## src/rtl/hws_pkg.sv

```systemverilog
package hws_pkg;
  localparam int unsigned HWS_AW    = 32;
  localparam int unsigned HWS_LW    = 16;
  localparam int unsigned HWS_DW    = 32;
  localparam int unsigned HWS_BURST = 64;

  typedef enum logic {
    ST_IDLE = 1'b0,
    ST_BUSY = 1'b1
  } hws_state_e;
endpackage

```

## src/rtl/hws_lane_swap.sv

```systemverilog
module hws_lane_swap #(
  parameter int unsigned DW = hws_pkg::HWS_DW
) (
  input  logic          en_i,
  input  logic [DW-1:0] d_i,
  output logic [DW-1:0] d_o
);
  localparam int unsigned NHALF = DW / 16;

  for (genvar h = 0; h < NHALF; h++) begin : g_half
    assign d_o[h*16 +: 16] = en_i ? {d_i[h*16 +: 8], d_i[h*16+8 +: 8]}
                                  : d_i[h*16 +: 16];
  end
endmodule

```

## src/rtl/hws_beat_cnt.sv

```systemverilog
module hws_beat_cnt #(
  parameter int unsigned LW = hws_pkg::HWS_LW
) (
  input  logic          clk_i,
  input  logic          rst_ni,
  input  logic          load_i,
  input  logic [LW-1:0] len_i,
  input  logic          fire_i,
  output logic          open_o,
  output logic          clear_o
);
  localparam int unsigned CW = LW - 1;

  logic [CW-1:0] cnt_q, cnt_nxt;
  logic [LW:0]   len_up;

  // beats = ceil(len/4)
  assign len_up  = {1'b0, len_i} + (LW+1)'(3);
  assign cnt_nxt = cnt_q - CW'(fire_i);
  assign open_o  = cnt_q != '0;
  assign clear_o = cnt_nxt == '0;

  always_ff @(posedge clk_i or negedge rst_ni) begin
    if (!rst_ni)     cnt_q <= '0;
    else if (load_i) cnt_q <= len_up[LW:2];
    else             cnt_q <= cnt_nxt;
  end

  a_r8_no_underflow: assert property (@(posedge clk_i) disable iff (!rst_ni)
    fire_i |-> open_o);
endmodule

```

## src/rtl/hws_req_ctrl.sv

```systemverilog
module hws_req_ctrl
  import hws_pkg::*;
#(
  parameter int unsigned AW    = HWS_AW,
  parameter int unsigned LW    = HWS_LW,
  parameter int unsigned BURST = HWS_BURST
) (
  input  logic          clk_i,
  input  logic          rst_ni,
  input  logic [AW-1:0] base_i,
  input  logic          req_valid_i,
  output logic          req_ready_o,
  input  logic [AW-1:0] req_addr_i,
  input  logic [LW-1:0] req_len_i,
  input  logic          req_write_i,
  input  logic          req_raw_i,
  output logic          mc_valid_o,
  input  logic          mc_ready_i,
  output logic [AW-1:0] mc_addr_o,
  output logic [LW-1:0] mc_len_o,
  output logic          mc_write_o,
  input  logic          beats_clear_i,
  output logic          accept_o,
  output logic [LW-1:0] eff_len_o,
  output logic          busy_o,
  output logic          write_o,
  output logic          raw_o,
  output logic          done_o
);
  localparam logic [LW-1:0] BURST_L = LW'(BURST);

  hws_state_e    state_q;
  logic          write_q, raw_q, done_q;
  logic [AW-1:0] addr_q, eff_addr;
  logic [LW-1:0] rem_q, rem_nxt, blen;
  logic          split, cmd_fire, finish;

  always_comb begin
    eff_addr = req_addr_i | base_i;
    if (!req_raw_i) eff_addr[0] = 1'b0;
    eff_len_o = req_raw_i ? req_len_i : {req_len_i[LW-1:1], 1'b0};
  end

  assign busy_o      = state_q == ST_BUSY;
  assign req_ready_o = !busy_o;
  assign accept_o    = req_valid_i && req_ready_o;
  assign split       = write_q && !raw_q;
  assign blen        = (split && rem_q > BURST_L) ? BURST_L : rem_q;
  assign mc_valid_o  = busy_o && rem_q != '0;
  assign mc_addr_o   = addr_q;
  assign mc_len_o    = blen;
  assign mc_write_o  = write_q;
  assign cmd_fire    = mc_valid_o && mc_ready_i;
  assign rem_nxt     = cmd_fire ? rem_q - blen : rem_q;
  assign finish      = busy_o && rem_nxt == '0 && beats_clear_i;
  assign write_o     = write_q;
  assign raw_o       = raw_q;
  assign done_o      = done_q;

  always_ff @(posedge clk_i or negedge rst_ni) begin
    if (!rst_ni) begin
      state_q <= ST_IDLE;
      write_q <= 1'b0;
      raw_q   <= 1'b0;
      done_q  <= 1'b0;
      addr_q  <= '0;
      rem_q   <= '0;
    end else if (accept_o) begin
      state_q <= (eff_len_o != '0) ? ST_BUSY : ST_IDLE;
      done_q  <= eff_len_o == '0;
      write_q <= req_write_i;
      raw_q   <= req_raw_i;
      addr_q  <= eff_addr;
      rem_q   <= eff_len_o;
    end else begin
      done_q <= finish;
      rem_q  <= rem_nxt;
      if (cmd_fire) addr_q <= addr_q + AW'(blen);
      if (finish)   state_q <= ST_IDLE;
    end
  end

  a_r3_even_cmd: assert property (@(posedge clk_i) disable iff (!rst_ni)
    mc_valid_o && !raw_q |-> !mc_addr_o[0] && !mc_len_o[0]);
  a_r5_burst_cap: assert property (@(posedge clk_i) disable iff (!rst_ni)
    mc_valid_o && mc_write_o && !raw_q |-> mc_len_o <= BURST_L);
  a_r6_cmd_hold: assert property (@(posedge clk_i) disable iff (!rst_ni)
    mc_valid_o && !mc_ready_i |=> mc_valid_o && $stable(mc_addr_o)
                                   && $stable(mc_len_o) && $stable(mc_write_o));
  a_r7_no_accept_busy: assert property (@(posedge clk_i) disable iff (!rst_ni)
    mc_valid_o |-> !req_ready_o);
  a_r8_done_quiet: assert property (@(posedge clk_i) disable iff (!rst_ni)
    done_o |-> !mc_valid_o);
  a_r9_empty_done: assert property (@(posedge clk_i) disable iff (!rst_ni)
    accept_o && eff_len_o == '0 |=> done_o && !mc_valid_o);
endmodule

```

## src/rtl/hws_dma_adapter.sv

```systemverilog
module hws_dma_adapter
  import hws_pkg::*;
#(
  parameter int unsigned AW    = HWS_AW,
  parameter int unsigned LW    = HWS_LW,
  parameter int unsigned DW    = HWS_DW,
  parameter int unsigned BURST = HWS_BURST
) (
  input  logic          clk_i,
  input  logic          rst_ni,
  input  logic [AW-1:0] base_i,
  input  logic          req_valid_i,
  output logic          req_ready_o,
  input  logic [AW-1:0] req_addr_i,
  input  logic [LW-1:0] req_len_i,
  input  logic          req_write_i,
  input  logic          req_raw_i,
  output logic          mc_valid_o,
  input  logic          mc_ready_i,
  output logic [AW-1:0] mc_addr_o,
  output logic [LW-1:0] mc_len_o,
  output logic          mc_write_o,
  input  logic          wdat_valid_i,
  output logic          wdat_ready_o,
  input  logic [DW-1:0] wdat_i,
  output logic          mw_valid_o,
  input  logic          mw_ready_i,
  output logic [DW-1:0] mw_data_o,
  input  logic          mr_valid_i,
  output logic          mr_ready_o,
  input  logic [DW-1:0] mr_data_i,
  output logic          rd_valid_o,
  input  logic          rd_ready_i,
  output logic [DW-1:0] rd_data_o,
  output logic          done_o
);
  logic          accept, busy, write_q, raw_q, beats_clear, beat_open;
  logic          wopen, ropen, wfire, rfire;
  logic [LW-1:0] eff_len;

  hws_req_ctrl #(.AW(AW), .LW(LW), .BURST(BURST)) u_ctrl (
    .clk_i, .rst_ni, .base_i,
    .req_valid_i, .req_ready_o, .req_addr_i, .req_len_i, .req_write_i, .req_raw_i,
    .mc_valid_o, .mc_ready_i, .mc_addr_o, .mc_len_o, .mc_write_o,
    .beats_clear_i(beats_clear),
    .accept_o     (accept),
    .eff_len_o    (eff_len),
    .busy_o       (busy),
    .write_o      (write_q),
    .raw_o        (raw_q),
    .done_o
  );

  hws_beat_cnt #(.LW(LW)) u_beats (
    .clk_i, .rst_ni,
    .load_i (accept),
    .len_i  (eff_len),
    .fire_i (wfire || rfire),
    .open_o (beat_open),
    .clear_o(beats_clear)
  );

  assign wopen        = busy && write_q && beat_open;
  assign ropen        = busy && !write_q && beat_open;
  assign mw_valid_o   = wopen && wdat_valid_i;
  assign wdat_ready_o = wopen && mw_ready_i;
  assign wfire        = mw_valid_o && mw_ready_i;
  assign rd_valid_o   = ropen && mr_valid_i;
  assign mr_ready_o   = ropen && rd_ready_i;
  assign rfire        = rd_valid_o && rd_ready_i;

  hws_lane_swap #(.DW(DW)) u_wswap (.en_i(!raw_q), .d_i(wdat_i),    .d_o(mw_data_o));
  hws_lane_swap #(.DW(DW)) u_rswap (.en_i(!raw_q), .d_i(mr_data_i), .d_o(rd_data_o));

  a_r4_wr_swap: assert property (@(posedge clk_i) disable iff (!rst_ni)
    mw_valid_o && !raw_q |-> mw_data_o[15:8] == wdat_i[7:0]
                           && mw_data_o[7:0] == wdat_i[15:8]);
  a_r2_rd_plain: assert property (@(posedge clk_i) disable iff (!rst_ni)
    rd_valid_o && raw_q |-> rd_data_o == mr_data_i);
  a_r10_idle_quiet: assert property (@(posedge clk_i) disable iff (!rst_ni)
    req_ready_o |-> !mw_valid_o && !rd_valid_o);
endmodule

```

## config.mk

```make
export PLATFORM = sky130hd
export DESIGN_NAME = hws_dma_adapter
export DESIGN_NICKNAME = d
export VERILOG_FILES = /design/src/rtl/hws_pkg.sv /design/src/rtl/hws_lane_swap.sv /design/src/rtl/hws_beat_cnt.sv /design/src/rtl/hws_req_ctrl.sv /design/src/rtl/hws_dma_adapter.sv
export SDC_FILE = /design/constraint.sdc
export NUM_CORES = 1
export LEC_CHECK = 0
export BUFFER_PORTS_ARGS = -buffer_cell sky130_fd_sc_hd__buf_4
export CAP_MARGIN = 20
export CORE_ASPECT_RATIO = 0.75
export CORE_MARGIN = 4
export CORE_UTILIZATION = 24
export CTS_CLUSTER_DIAMETER = 60
export DETAILED_ROUTE_END_ITERATION = 16
export GPL_ROUTABILITY_DRIVEN = 0
export PLACE_DENSITY = 0.48
export SLEW_MARGIN = 30
export SYNTH_ARGS = -nofsm -noshare
export SYNTH_HDL_FRONTEND = slang
export SYNTH_HIERARCHICAL = 1
export SYNTH_SLANG_ARGS = --single-unit
```

## constraint.sdc

```tcl
create_clock -name clk_i -period 8.77 [get_ports clk_i]
set_clock_uncertainty 0.15 [all_clocks]
set_input_delay 1.754 -clock clk_i [delete_from_list [all_inputs] [get_ports clk_i]]
set_output_delay 1.754 -clock clk_i [all_outputs]
set_load 0.03 [all_outputs]
```

==> results.sh, run 1 <==
export IMPL_grt_start_max_net_pins=77
export IMPL_firstDrtPassIters=5
export IMPL_diodes=0
export IMPL_worst_pin_slew_ns=0.892
export IMPL_drive_above_1_share_pct=38.5
export IMPL_powerDensity_nw_per_um2=192
export IMPL_viasPerCell=5.01
export IMPL_cts_hold_buf=0
export IMPL_ys_warn_count=6
export IMPL_antenna_left=0
export IMPL_setup_violations=0
export IMPL_async_flop_share_pct=100
export IMPL_synth_nets=924
export IMPL_fin_nets=1155
export IMPL_start_kind="flip-flop"
export IMPL_initial_core_util_pct=24.7
export IMPL_dp_cells=1314
export IMPL_cts_buffers=9
export IMPL_worst_path_max_fanout=14
export IMPL_whs_path_depth=2
export IMPL_ios=274
export IMPL_p_leak_nw=4.28
export IMPL_synth_cells=750
export IMPL_drtIter0Drc=436
export IMPL_grt_remaining_overflow=0
export IMPL_die_w_microns=198
export IMPL_ys_seq_elements=67
export IMPL_drc=0
export IMPL_antenna_found_initial=0
export IMPL_mostFrequentLayoutCells="buf_4 (277), dfrtp_1 (67), nand2_1 (62), mux2_4 (60), nor2_1 (51)"
export IMPL_cts_setup_buffers=0
export IMPL_cts_clk_slew_worst_paths_ns=0.06
export IMPL_period_minus_slack_ns=5.05
export IMPL_wl_mm=24.1
export IMPL_vdd_drop_max_mv=0.0731
export IMPL_core_sq_um=26300
export IMPL_maxSlewHeadroom_pct=40.2
export IMPL_htree_levels=3
export IMPL_vias=6661
export IMPL_post_synth_num_cell_types=72
export IMPL_setup_slack_ns=3.72
export IMPL_setup_tns_ns=0
export IMPL_post_place_ws_ns=3.76
export IMPL_period_share_pct=57.6
export IMPL_synth_edf_count=0
export IMPL_area_growth_pct=37.7
export IMPL_portBuffers=273
export IMPL_detail_route_wl_per_cell_microns=18.1
export IMPL_final_area_sq_um=8950
export IMPL_synth_top_cell_by_area="dfrtp_1"
export IMPL_cp_arrival_ns=3.15
export IMPL_yosys_area_top_type_share_pct=25.8
export IMPL_cts_resized=0
export IMPL_final_cells=1330
export IMPL_ys_seq_area_share_pct=25.8
export IMPL_maxSlewViolCount=0
export IMPL_design_power_total_mw=1.71
export IMPL_clock_sinks=67
export IMPL_std_cell_rows=51
export IMPL_synth_ff_type="dfrtp_1"
export IMPL_cts_root_buf="clkbuf_16"
export IMPL_dp_hpwl_mm=19.0
export IMPL_grt_pass1_wl_mm=36.1
export IMPL_rr_startpoint="u_ctrl/rem_q[12]"
export IMPL_syn_cell_area_sq_um=6500
export IMPL_nFillCells=2777
export IMPL_hold_path_end="u_beats/cnt_q[14]"
export IMPL_required_ns=6.87
export IMPL_avgSynthCellArea_sq_um=8.67
export IMPL_crit_chain="or4_4, o31ai_2, nand2_1, nor2_1, buf_4"
export IMPL_clock_fmax_mhz=198
export IMPL_r2r_end="u_ctrl/mc_addr_o[31]"
export IMPL_rrSetupSlack_ns=3.75
export IMPL_hold_viol_final=0
export IMPL_status="complete, no violations"
export IMPL_clock_latency_ns=0.35
export IMPL_synthTopCellsByArea="dfrtp_1 (26%), mux2_4 (14%), ha_1 (3.7%), nand2_1 (3.6%), xor2_1 (3.5%)"
export IMPL_die_y_microns=151
export IMPL_clk_path_buf_depth=2
export IMPL_worstRegToRegCells=14
export IMPL_grt_pass1_vias=6363
export IMPL_cts_tree="yes"
export IMPL_hold_class="flip-flop to flip-flop"
export IMPL_critPathMaxStageDelay_ns=0.78
export IMPL_dieArea_sq_um=29800
export IMPL_crit_path_top_delay_cell="o31ai_2"
export IMPL_rsz0062_at_grt="no"
export IMPL_mostFrequentLayoutCell="buf_4"
export IMPL_critPathKind="flip-flop to output pin"
export IMPL_worstHoldStart="u_beats/cnt_q[14]"
export IMPL_placed_area_sq_um=8620
export IMPL_cap_violations=0
export IMPL_grt_use_total_pct=15.4
export IMPL_end_kind="output pin"
how the worst max path moves through the flow:
stage	slack [ns]	startpoint	endpoint	cells after the start
CTS	3.75	u_ctrl/rem_q[12]	mc_len_o[15]	5
detailed placement	3.76	rd_ready_i	u_ctrl/busy_o	14
global route	3.31	u_ctrl/mc_write_o	u_ctrl/mc_addr_o[21]	14
global placement	3.72	u_ctrl/rem_q[1]	u_ctrl/mc_addr_o[31]	14
finish	3.72	u_ctrl/rem_q[12]	mc_len_o[15]	5
floorplan	4.19	rd_ready_i	u_ctrl/busy_o	14
metal layers:
metal	vias to the layer above	global-route usage, %	share of wire [%]
met5	-	0	0
met4	0	3.13	1.1
met3	18	4.56	9.0
met2	271	23.5	44
met1	3135	21.6	46
li1	3237	-	-
synth_stat cells, drive strengths merged, types with 15 or more instances:
library cell and number:
nor2 51, inv 15, mux2 64, clkbuf 24, buf 34, or3 16
nor4 20, ha 19, nand3 24, and3 18, o21ai 44, nor3 45
dfrtp 67, a31oi 16, nand2 63, xor2 26, a21oi 44
power breakdown:
group,internal [mW],switching [mW]
combinational,0.351,0.459
sequential,0.388,0.101
clock,0.260,0.155
worst max-delay path, delay by kind of cell (launching register included):
family,cells,cell delay (ns)
AO/OA/AOI/OAI,1,0.78
buffers and inverters,1,0.22
flip-flops,1,0.46
AND/OR/NAND/NOR,3,1.34
per-stage QoR:
step           util, %  hold slack [ns]
4_1_cts           34.0            0.416
6_report          34.1            0.416
5_1_grt           34.1            0.432
3_3_place_gp      32.7            0.404
2_1_floorplan        -            0.332
3_5_place_dp      32.8            0.404
flip-flops by register name, indices dropped and copies added (netlist names):
signal and cells:
u_ctrl/mc_addr_o 32, u_ctrl/rem_q 16, u_beats/cnt_q 15, u_ctrl/busy_o 1, u_ctrl/done_o 1, u_ctrl/mc_write_o 1, u_ctrl/raw_o 1
cells by family after synthesis:
group / synth area share [%]
other: 0.0577
buffers and inverters: 7.31
adder cells (fa/ha/maj): 3.96
multiplexers: 15.5
flip-flops: 25.8
XOR/XNOR: 5.12
AO/OA/AOI/OAI: 17.7
AND/OR/NAND/NOR: 24.6
cell type report:
class	count	area (sq um)	share of cell area, %
clock inverter	6	95.1	1.06
tap	344	430	4.81
sequential	67	1680	18.7
inverter	15	57.6	0.643
clock buffer	10	239	2.67
multi-input combinational	610	4370	48.7
timing repair buffer	278	2090	23.3
(Power assumes the default switching activity.)
==> run 2: changes to the inputs <==
--- a/config.mk
+++ b/config.mk
@@ -5,6 +5,7 @@
 export SDC_FILE = /design/constraint.sdc
 export NUM_CORES = 1
 export LEC_CHECK = 0
+export ABC_AREA = 1
 export BUFFER_PORTS_ARGS = -buffer_cell sky130_fd_sc_hd__buf_4
 export CAP_MARGIN = 20
 export CORE_ASPECT_RATIO = 0.75
@@ -13,7 +14,7 @@
 export CTS_CLUSTER_DIAMETER = 60
 export DETAILED_ROUTE_END_ITERATION = 16
 export GPL_ROUTABILITY_DRIVEN = 0
-export PLACE_DENSITY = 0.48
+export PLACE_DENSITY = 0.49
 export SLEW_MARGIN = 30
 export SYNTH_ARGS = -nofsm -noshare
 export SYNTH_HDL_FRONTEND = slang
==> constraint.sdc (replaced) <==
create_clock -name clk_i -period 4.5 [get_ports clk_i]
set_clock_uncertainty 0.15 [all_clocks]
set_input_delay 0.9 -clock clk_i [delete_from_list [all_inputs] [get_ports clk_i]]
set_output_delay 0.9 -clock clk_i [all_outputs]
set_load 0.03 [all_outputs]
==> run 2 against run 1 <==
Effect of this change:
- global-route usage is 1.0 points higher
- cell count grew 28%
- cell area rose by 3.4%
- die area is 3.6% higher
- critical path depth increased by 13
- clock-buffer cell count down 1
- sequential cell count unchanged
- routed wire length is 10% higher
- clock power up 120%
- core utilization is 0.16 points lower
- sequential power is 140% higher
- largest power group unchanged
- highest routed layer unchanged
==> results.sh, run 2 <==
export IMPL_firstDrtPassIters=5
export IMPL_hold_class="primary input to async pin"
export IMPL_setup_violations=0
export IMPL_maxSlewHeadroom_pct=43.9
export IMPL_viasPerCell=4.63
export IMPL_startpoint="u_ctrl/rem_q[9]"
export IMPL_die_y_microns=153
export IMPL_synth_top_cell_by_area="dfrtp_1"
export IMPL_hold_viol_final=0
export IMPL_initial_core_util_pct=24.7
export IMPL_largest_reg_flops=32
export IMPL_ios=274
export IMPL_grt_pass1_vias=7333
export IMPL_drtIter0Drc=553
export IMPL_mostFrequentLayoutCell="nand2_1"
export IMPL_synth_edf_count=0
export IMPL_avgSynthCellArea_sq_um=6.10
export IMPL_grt_busiest_layer="met2"
export IMPL_p_leak_nw=5.00
export IMPL_grt_start_max_net_pins=68
export IMPL_grt_pass1_wl_mm=41.3
export IMPL_cts_resized=0
export IMPL_required_ns=4.54
export IMPL_cts_tree="yes"
export IMPL_final_cells=1704
export IMPL_dieArea_sq_um=30900
export IMPL_vdd_drop_max_mv=0.255
export IMPL_grt_use_total_pct=16.4
export IMPL_fin_nets=1522
export IMPL_ys_warn_count=6
export IMPL_cts_root_buf="clkbuf_16"
export IMPL_core_sq_um=27300
export IMPL_rsz0062_at_grt="no"
export IMPL_htree_levels=3
export IMPL_period_share_pct=87.5
export IMPL_antenna_left=0
export IMPL_die_w_microns=202
export IMPL_worst_pin_slew_ns=0.840
export IMPL_cap_violations=0
export IMPL_clock_latency_ns=0.35
export IMPL_ys_seq_area_share_pct=24.8
export IMPL_async_flop_share_pct=100
export IMPL_drc=0
export IMPL_synth_most_common_cell="nand2_1"
export IMPL_wl_mm=26.6
export IMPL_cp_arrival_ns=3.98
export IMPL_clock_sinks=67
export IMPL_portBuffers=273
export IMPL_clk_path_buf_depth=2
export IMPL_dp_cells=1688
export IMPL_mostFrequentLayoutCells="nand2_1 (406), buf_4 (279), inv_1 (112), nor2_1 (112), o21ai_0 (71)"
export IMPL_clock_fmax_mhz=254
export IMPL_worst_path_max_fanout=19
export IMPL_synthTopCellsByCount="nand2_1 (407), inv_1 (114), nor2_1 (112)"
export IMPL_maxSlewViolCount=0
export IMPL_dp_hpwl_mm=21.7
export IMPL_design_power_total_mw=6.15
export IMPL_area_growth_pct=37.2
export IMPL_powerDensity_nw_per_um2=664
export IMPL_drive_above_1_share_pct=26.6
export IMPL_rrSetupSlack_ns=0.56
export IMPL_setup_slack_ns=0.563
export IMPL_cts_hold_buf=0
export IMPL_grt_util_met1_pct=24.0
export IMPL_std_cell_rows=52
export IMPL_diodes=0
export IMPL_rr_startpoint="u_ctrl/rem_q[9]"
export IMPL_grt_use_met3_pct=3.56
export IMPL_synth_nets=1281
export IMPL_synth_ff_type="dfrtp_1"
export IMPL_cts_clk_slew_worst_paths_ns=0.07
export IMPL_antenna_found_initial=0
export IMPL_syn_cell_area_sq_um=6750
export IMPL_detail_route_wl_per_cell_microns=15.6
export IMPL_vias=7890
export IMPL_synthTopCellsByArea="dfrtp_1 (25%), nand2_1 (23%), inv_1 (6.3%), nor2_1 (6.2%), o21ai_0 (5.3%)"
export IMPL_period_minus_slack_ns=3.94
export IMPL_worstRegToRegCells=18
export IMPL_cts_buffers=9
export IMPL_cts_setup_buffers=0
export IMPL_status="complete, no violations"
export IMPL_yosys_area_top_type_share_pct=24.8
export IMPL_grtUsageMet2_pct=24.8
export IMPL_end_kind="flip-flop"
export IMPL_setup_tns_ns=0
export IMPL_grt_remaining_overflow=0
export IMPL_synth_cells=1107
export IMPL_start_kind="flip-flop"
export IMPL_ys_seq_elements=67
export IMPL_critPathKind="flip-flop to flip-flop"
export IMPL_post_synth_num_cell_types=47
export IMPL_post_place_ws_ns=0.639
run 2: worst paths after layout:
check,to
max in group asynchronous,u_beats/cnt_q[11]
hold / removal,u_ctrl/mc_addr_o[4]
min in group clk_i,u_ctrl/raw_o
setup reg to reg,u_ctrl/mc_addr_o[28]
hold reg to reg,u_ctrl/raw_o
setup / recovery,u_ctrl/mc_addr_o[28]
run 2: stage by stage:
step / hold slack (ns) / utilization, % / cell area, sq um
global route: 0.420 / 33.9 / 9260
finish: 0.385 / 33.9 / 9260
detailed placement: 0.381 / 32.5 / 8890
CTS: 0.393 / 33.9 / 9260
floorplan: 0.321 / - / 6750
global placement: 0.359 / 32.5 / 8890
run 2: logic make-up after synthesis:
| kind of cell | count (synthesis) | synth area share, % |
|---|---|---|
| xor+xnor | 25 | 3.24 |
| fa+ha+maj | 20 | 3.82 |
| compound gates | 155 | 13.0 |
| buf+inv | 168 | 12.7 |
| other cells | 1 | 0.0555 |
| flops | 67 | 24.8 |
| simple gates | 671 | 42.4 |
run 2: cell type report:
cell class / count / area, sq um
fill: 2994 / 18100
clock inverter: 7 / 140
timing repair buffer: 280 / 2110
sequential: 67 / 1680
tap: 351 / 439
multi-input combinational: 872 / 4220
clock buffer: 9 / 225
inverter: 118 / 458
run 2: power breakdown:
part	internal [mW]	total, mW	switching, mW
clock network	0.597	0.896	0.299
registers	0.854	1.17	0.315
logic	1.41	4.08	2.67
total	2.86	6.15	3.29
run 2: worst max-delay path: stages (launching register included):
cell      delay, ns
dfrtp_1        0.43
nor2_2         0.14
nand2_1        0.07
nor2_2         0.23
nand2_1        0.14
nand3_4        0.23
nand2_1        0.08
inv_1          0.08
ha_1           0.26
inv_1          0.12
fa_1           0.45
inv_1          0.12
a21oi_1        0.10
o21bai_1       0.36
nand2_1        0.14
a21oi_1        0.38
nand3_1        0.13
nand3_1        0.11
a31oi_1        0.08
run 2: per-layer routing:
| layer | vias up | share of wire, % |
|---|---|---|
| met2 | 307 | 42 |
| met3 | 18 | 7.1 |
| met5 | - | 0 |
| met1 | 3551 | 50 |
| met4 | 0 | 1.3 |
| li1 | 4014 | - |
==> run 3: changes to the inputs <==
--- a/config.mk
+++ b/config.mk
@@ -8,13 +8,15 @@
 export ABC_AREA = 1
 export BUFFER_PORTS_ARGS = -buffer_cell sky130_fd_sc_hd__buf_4
 export CAP_MARGIN = 20
+export CELL_PAD_IN_SITES_DETAIL_PLACEMENT = 1
+export CELL_PAD_IN_SITES_GLOBAL_PLACEMENT = 1
 export CORE_ASPECT_RATIO = 0.75
 export CORE_MARGIN = 4
 export CORE_UTILIZATION = 24
 export CTS_CLUSTER_DIAMETER = 60
 export DETAILED_ROUTE_END_ITERATION = 16
 export GPL_ROUTABILITY_DRIVEN = 0
-export PLACE_DENSITY = 0.49
+export PLACE_DENSITY = 0.67
 export SLEW_MARGIN = 30
 export SYNTH_ARGS = -nofsm -noshare
 export SYNTH_HDL_FRONTEND = slang
==> constraint.sdc (replaced) <==
create_clock -name clk_i -period 3.5 [get_ports clk_i]
set_clock_uncertainty 0.15 [all_clocks]
set_input_delay 0.7 -clock clk_i [delete_from_list [all_inputs] [get_ports clk_i]]
set_output_delay 0.7 -clock clk_i [all_outputs]
set_load 0.03 [all_outputs]
==> run 3 against run 2 <==
Effect of this change:
- sequential power rose by 29%
- global-route usage up 2.4 points
- cell count is 1.7% higher
- cell area is 4.2% higher
- sequential share of layout area shrank 0.66 points
- sequential cell count is the same
- clock-buffer cell count did not move
- combinational power is 45% higher
==> results.sh, run 3 (same netlist as run 2, synthesis figures left out) <==
export IMPL_required_ns=3.62
export IMPL_worst_path_max_fanout=8
export IMPL_dieArea_sq_um=30900
export IMPL_ios=274
export IMPL_antenna_found_initial=0
export IMPL_worstRegToRegCells=19
export IMPL_drtIter0Drc=387
export IMPL_cts_clk_slew_worst_paths_ns=0.07
export IMPL_clock_sinks=67
export IMPL_largest_reg_flops=32
export IMPL_firstDrtPassIters=5
export IMPL_setup_violations=0
export IMPL_grt_remaining_overflow=0
export IMPL_worst_pin_slew_ns=0.698
export IMPL_cap_violations=0
export IMPL_antenna_left=0
export IMPL_critPathTopFamily="simple AND/OR/NAND/NOR gates"
export IMPL_placed_area_sq_um=9070
export IMPL_cp_arrival_ns=3.42
export IMPL_rr_startpoint="u_ctrl/rem_q[5]"
export IMPL_cts_tree="yes"
export IMPL_rsz0062_at_grt="yes"
export IMPL_clk_path_buf_depth=2
export IMPL_viasPerCell=4.77
export IMPL_start_kind="flip-flop"
export IMPL_grt_start_max_net_pins=75
export IMPL_rrSetupSlack_ns=0.20
export IMPL_post_place_ws_ns=-0.0167
export IMPL_crit_chain="nor2_2, nand3_1, nor2_2, nand2_2, nand3_4, nand2_1, inv_1, ha_1, a21oi_1, o21ai_0, nand2_1, nand2_1, nand2_1, nand3_1, and2_1, or2_2, nand3_1, o311ai_0, o21ai_0"
export IMPL_crit_path_top_delay_cell="dfrtp_1"
export IMPL_final_cells=1733
export IMPL_portBuffers=273
export IMPL_grt_pass1_wl_mm=46.9
export IMPL_dp_hpwl_mm=24.8
export IMPL_maxSlewHeadroom_pct=53.5
export IMPL_maxSlewViolCount=0
export IMPL_end_kind="flip-flop"
export IMPL_holdWs_ns=0.203
export IMPL_wl_mm=30.5
export IMPL_fin_nets=1551
export IMPL_drc=0
export IMPL_critPathKind="flip-flop to flip-flop"
export IMPL_core_sq_um=27300
export IMPL_grt_use_total_pct=18.8
export IMPL_vdd_drop_max_mv=0.293
export IMPL_area_growth_pct=43.0
export IMPL_cts_hold_buf=0
export IMPL_p_leak_nw=5.16
export IMPL_nFillCells=3555
export IMPL_powerDensity_nw_per_um2=877
export IMPL_std_cell_rows=52
export IMPL_hold_viol_final=0
export IMPL_vias=8270
export IMPL_status="complete, no violations"
export IMPL_detail_route_wl_per_cell_microns=17.6
export IMPL_setup_tns_ns=0
export IMPL_clock_latency_ns=0.34
export IMPL_cts_root_buf="clkbuf_16"
export IMPL_final_area_sq_um=9650
export IMPL_die_y_microns=153
export IMPL_period_minus_slack_ns=3.30
export IMPL_initial_core_util_pct=24.7
export IMPL_hold_class="primary input to async pin"
export IMPL_r2r_end="u_ctrl/mc_addr_o[26]"
export IMPL_die_w_microns=202
export IMPL_dp_cells=1706
export IMPL_cts_buffers=9
export IMPL_clock_fmax_mhz=303
export IMPL_setup_slack_ns=0.203
export IMPL_period_share_pct=94.2
export IMPL_worst_path_buf_inv=1
export IMPL_critPathMaxStageDelay_ns=0.42
export IMPL_mostFrequentLayoutCells="nand2_1 (399), buf_4 (303), inv_1 (111), nor2_1 (102), o21ai_0 (68)"
export IMPL_diodes=0
export IMPL_drive_above_1_share_pct=30.9
export IMPL_crit_top_cell="nand2_1"
export IMPL_mostFrequentLayoutCell="nand2_1"
export IMPL_htree_levels=3
export IMPL_grt_pass1_vias=8182
==> run 3: cell types whose count changed in the layout (fill, tap and decap cells not counted), moves of 5 or more <==
cell,previous run,this run
nand2_2,33,40
nand2_1,406,399
buf_4,279,303
nor2_4,2,7
dfrtp_1,67,61
nor2_1,112,102
ha_1,19,14
dfrtp_2,0,6
nor2_2,12,17
==> run 3: worst max path at each step <==
| stage | from | end | slack (ns) | cells after the start |
|---|---|---|---|---|
| after floorplan | u_ctrl/mc_write_o | u_ctrl/mc_addr_o[26] | 0.07 | 16 |
| final | u_ctrl/rem_q[5] | u_ctrl/mc_addr_o[26] | 0.20 | 19 |
| after detailed placement | u_beats/cnt_q[8] | u_ctrl/busy_o | -0.02 | 26 |
| after CTS | u_beats/cnt_q[5] | u_ctrl/busy_o | 0.006 | 26 |
| after global placement | u_beats/cnt_q[8] | u_ctrl/busy_o | 0.06 | 26 |
| after global routing | u_beats/cnt_q[5] | u_ctrl/busy_o | -0.1 | 26 |
==> run 3: layout make-up <==
cell class	instances	area, sq um	area share [%]
flip-flops and latches	67	1680	17.4
clock inverters	7	100	1.04
well taps	351	439	4.55
repair buffers	308	2370	24.5
clock buffers	9	225	2.33
inverters	118	458	4.74
multi-input cells	873	4380	45.4
==> run 3: routing by layer <==
metal	vias to the layer above	wire length [microns]	GRT usage, %
li1	4066	-	-
met1	3970	14900	26.7
met2	216	13600	29.8
met3	18	1760	3.96
met4	0	269	3.22
met5	-	0	0
==> run 3: power by group <==
part	total, mW	switching, mW	internal (mW)
clock	1.03	0.397	0.631
combinational	5.93	3.81	2.12
sequential	1.51	0.403	1.10
total	8.47	4.61	3.86
==> run 3: stage by stage <==
| stage | util (%) | power [mW] |
|---|---|---|
| after floorplan | - | 5.08 |
| after global placement | 33.2 | 7.04 |
| after detailed placement | 33.2 | 7.12 |
| after CTS | 34.4 | 8.21 |
| after global routing | 35.3 | 9.13 |
| final | 35.3 | 8.47 |
==> run 3: timing repair <==
action                                  in CTS  in global routing
endpoints found under the setup margin       3                 21
gates cloned                                 0                  1
resized for setup                            3                 46
buffers inserted                             0                 10
pin swaps                                    0                 10
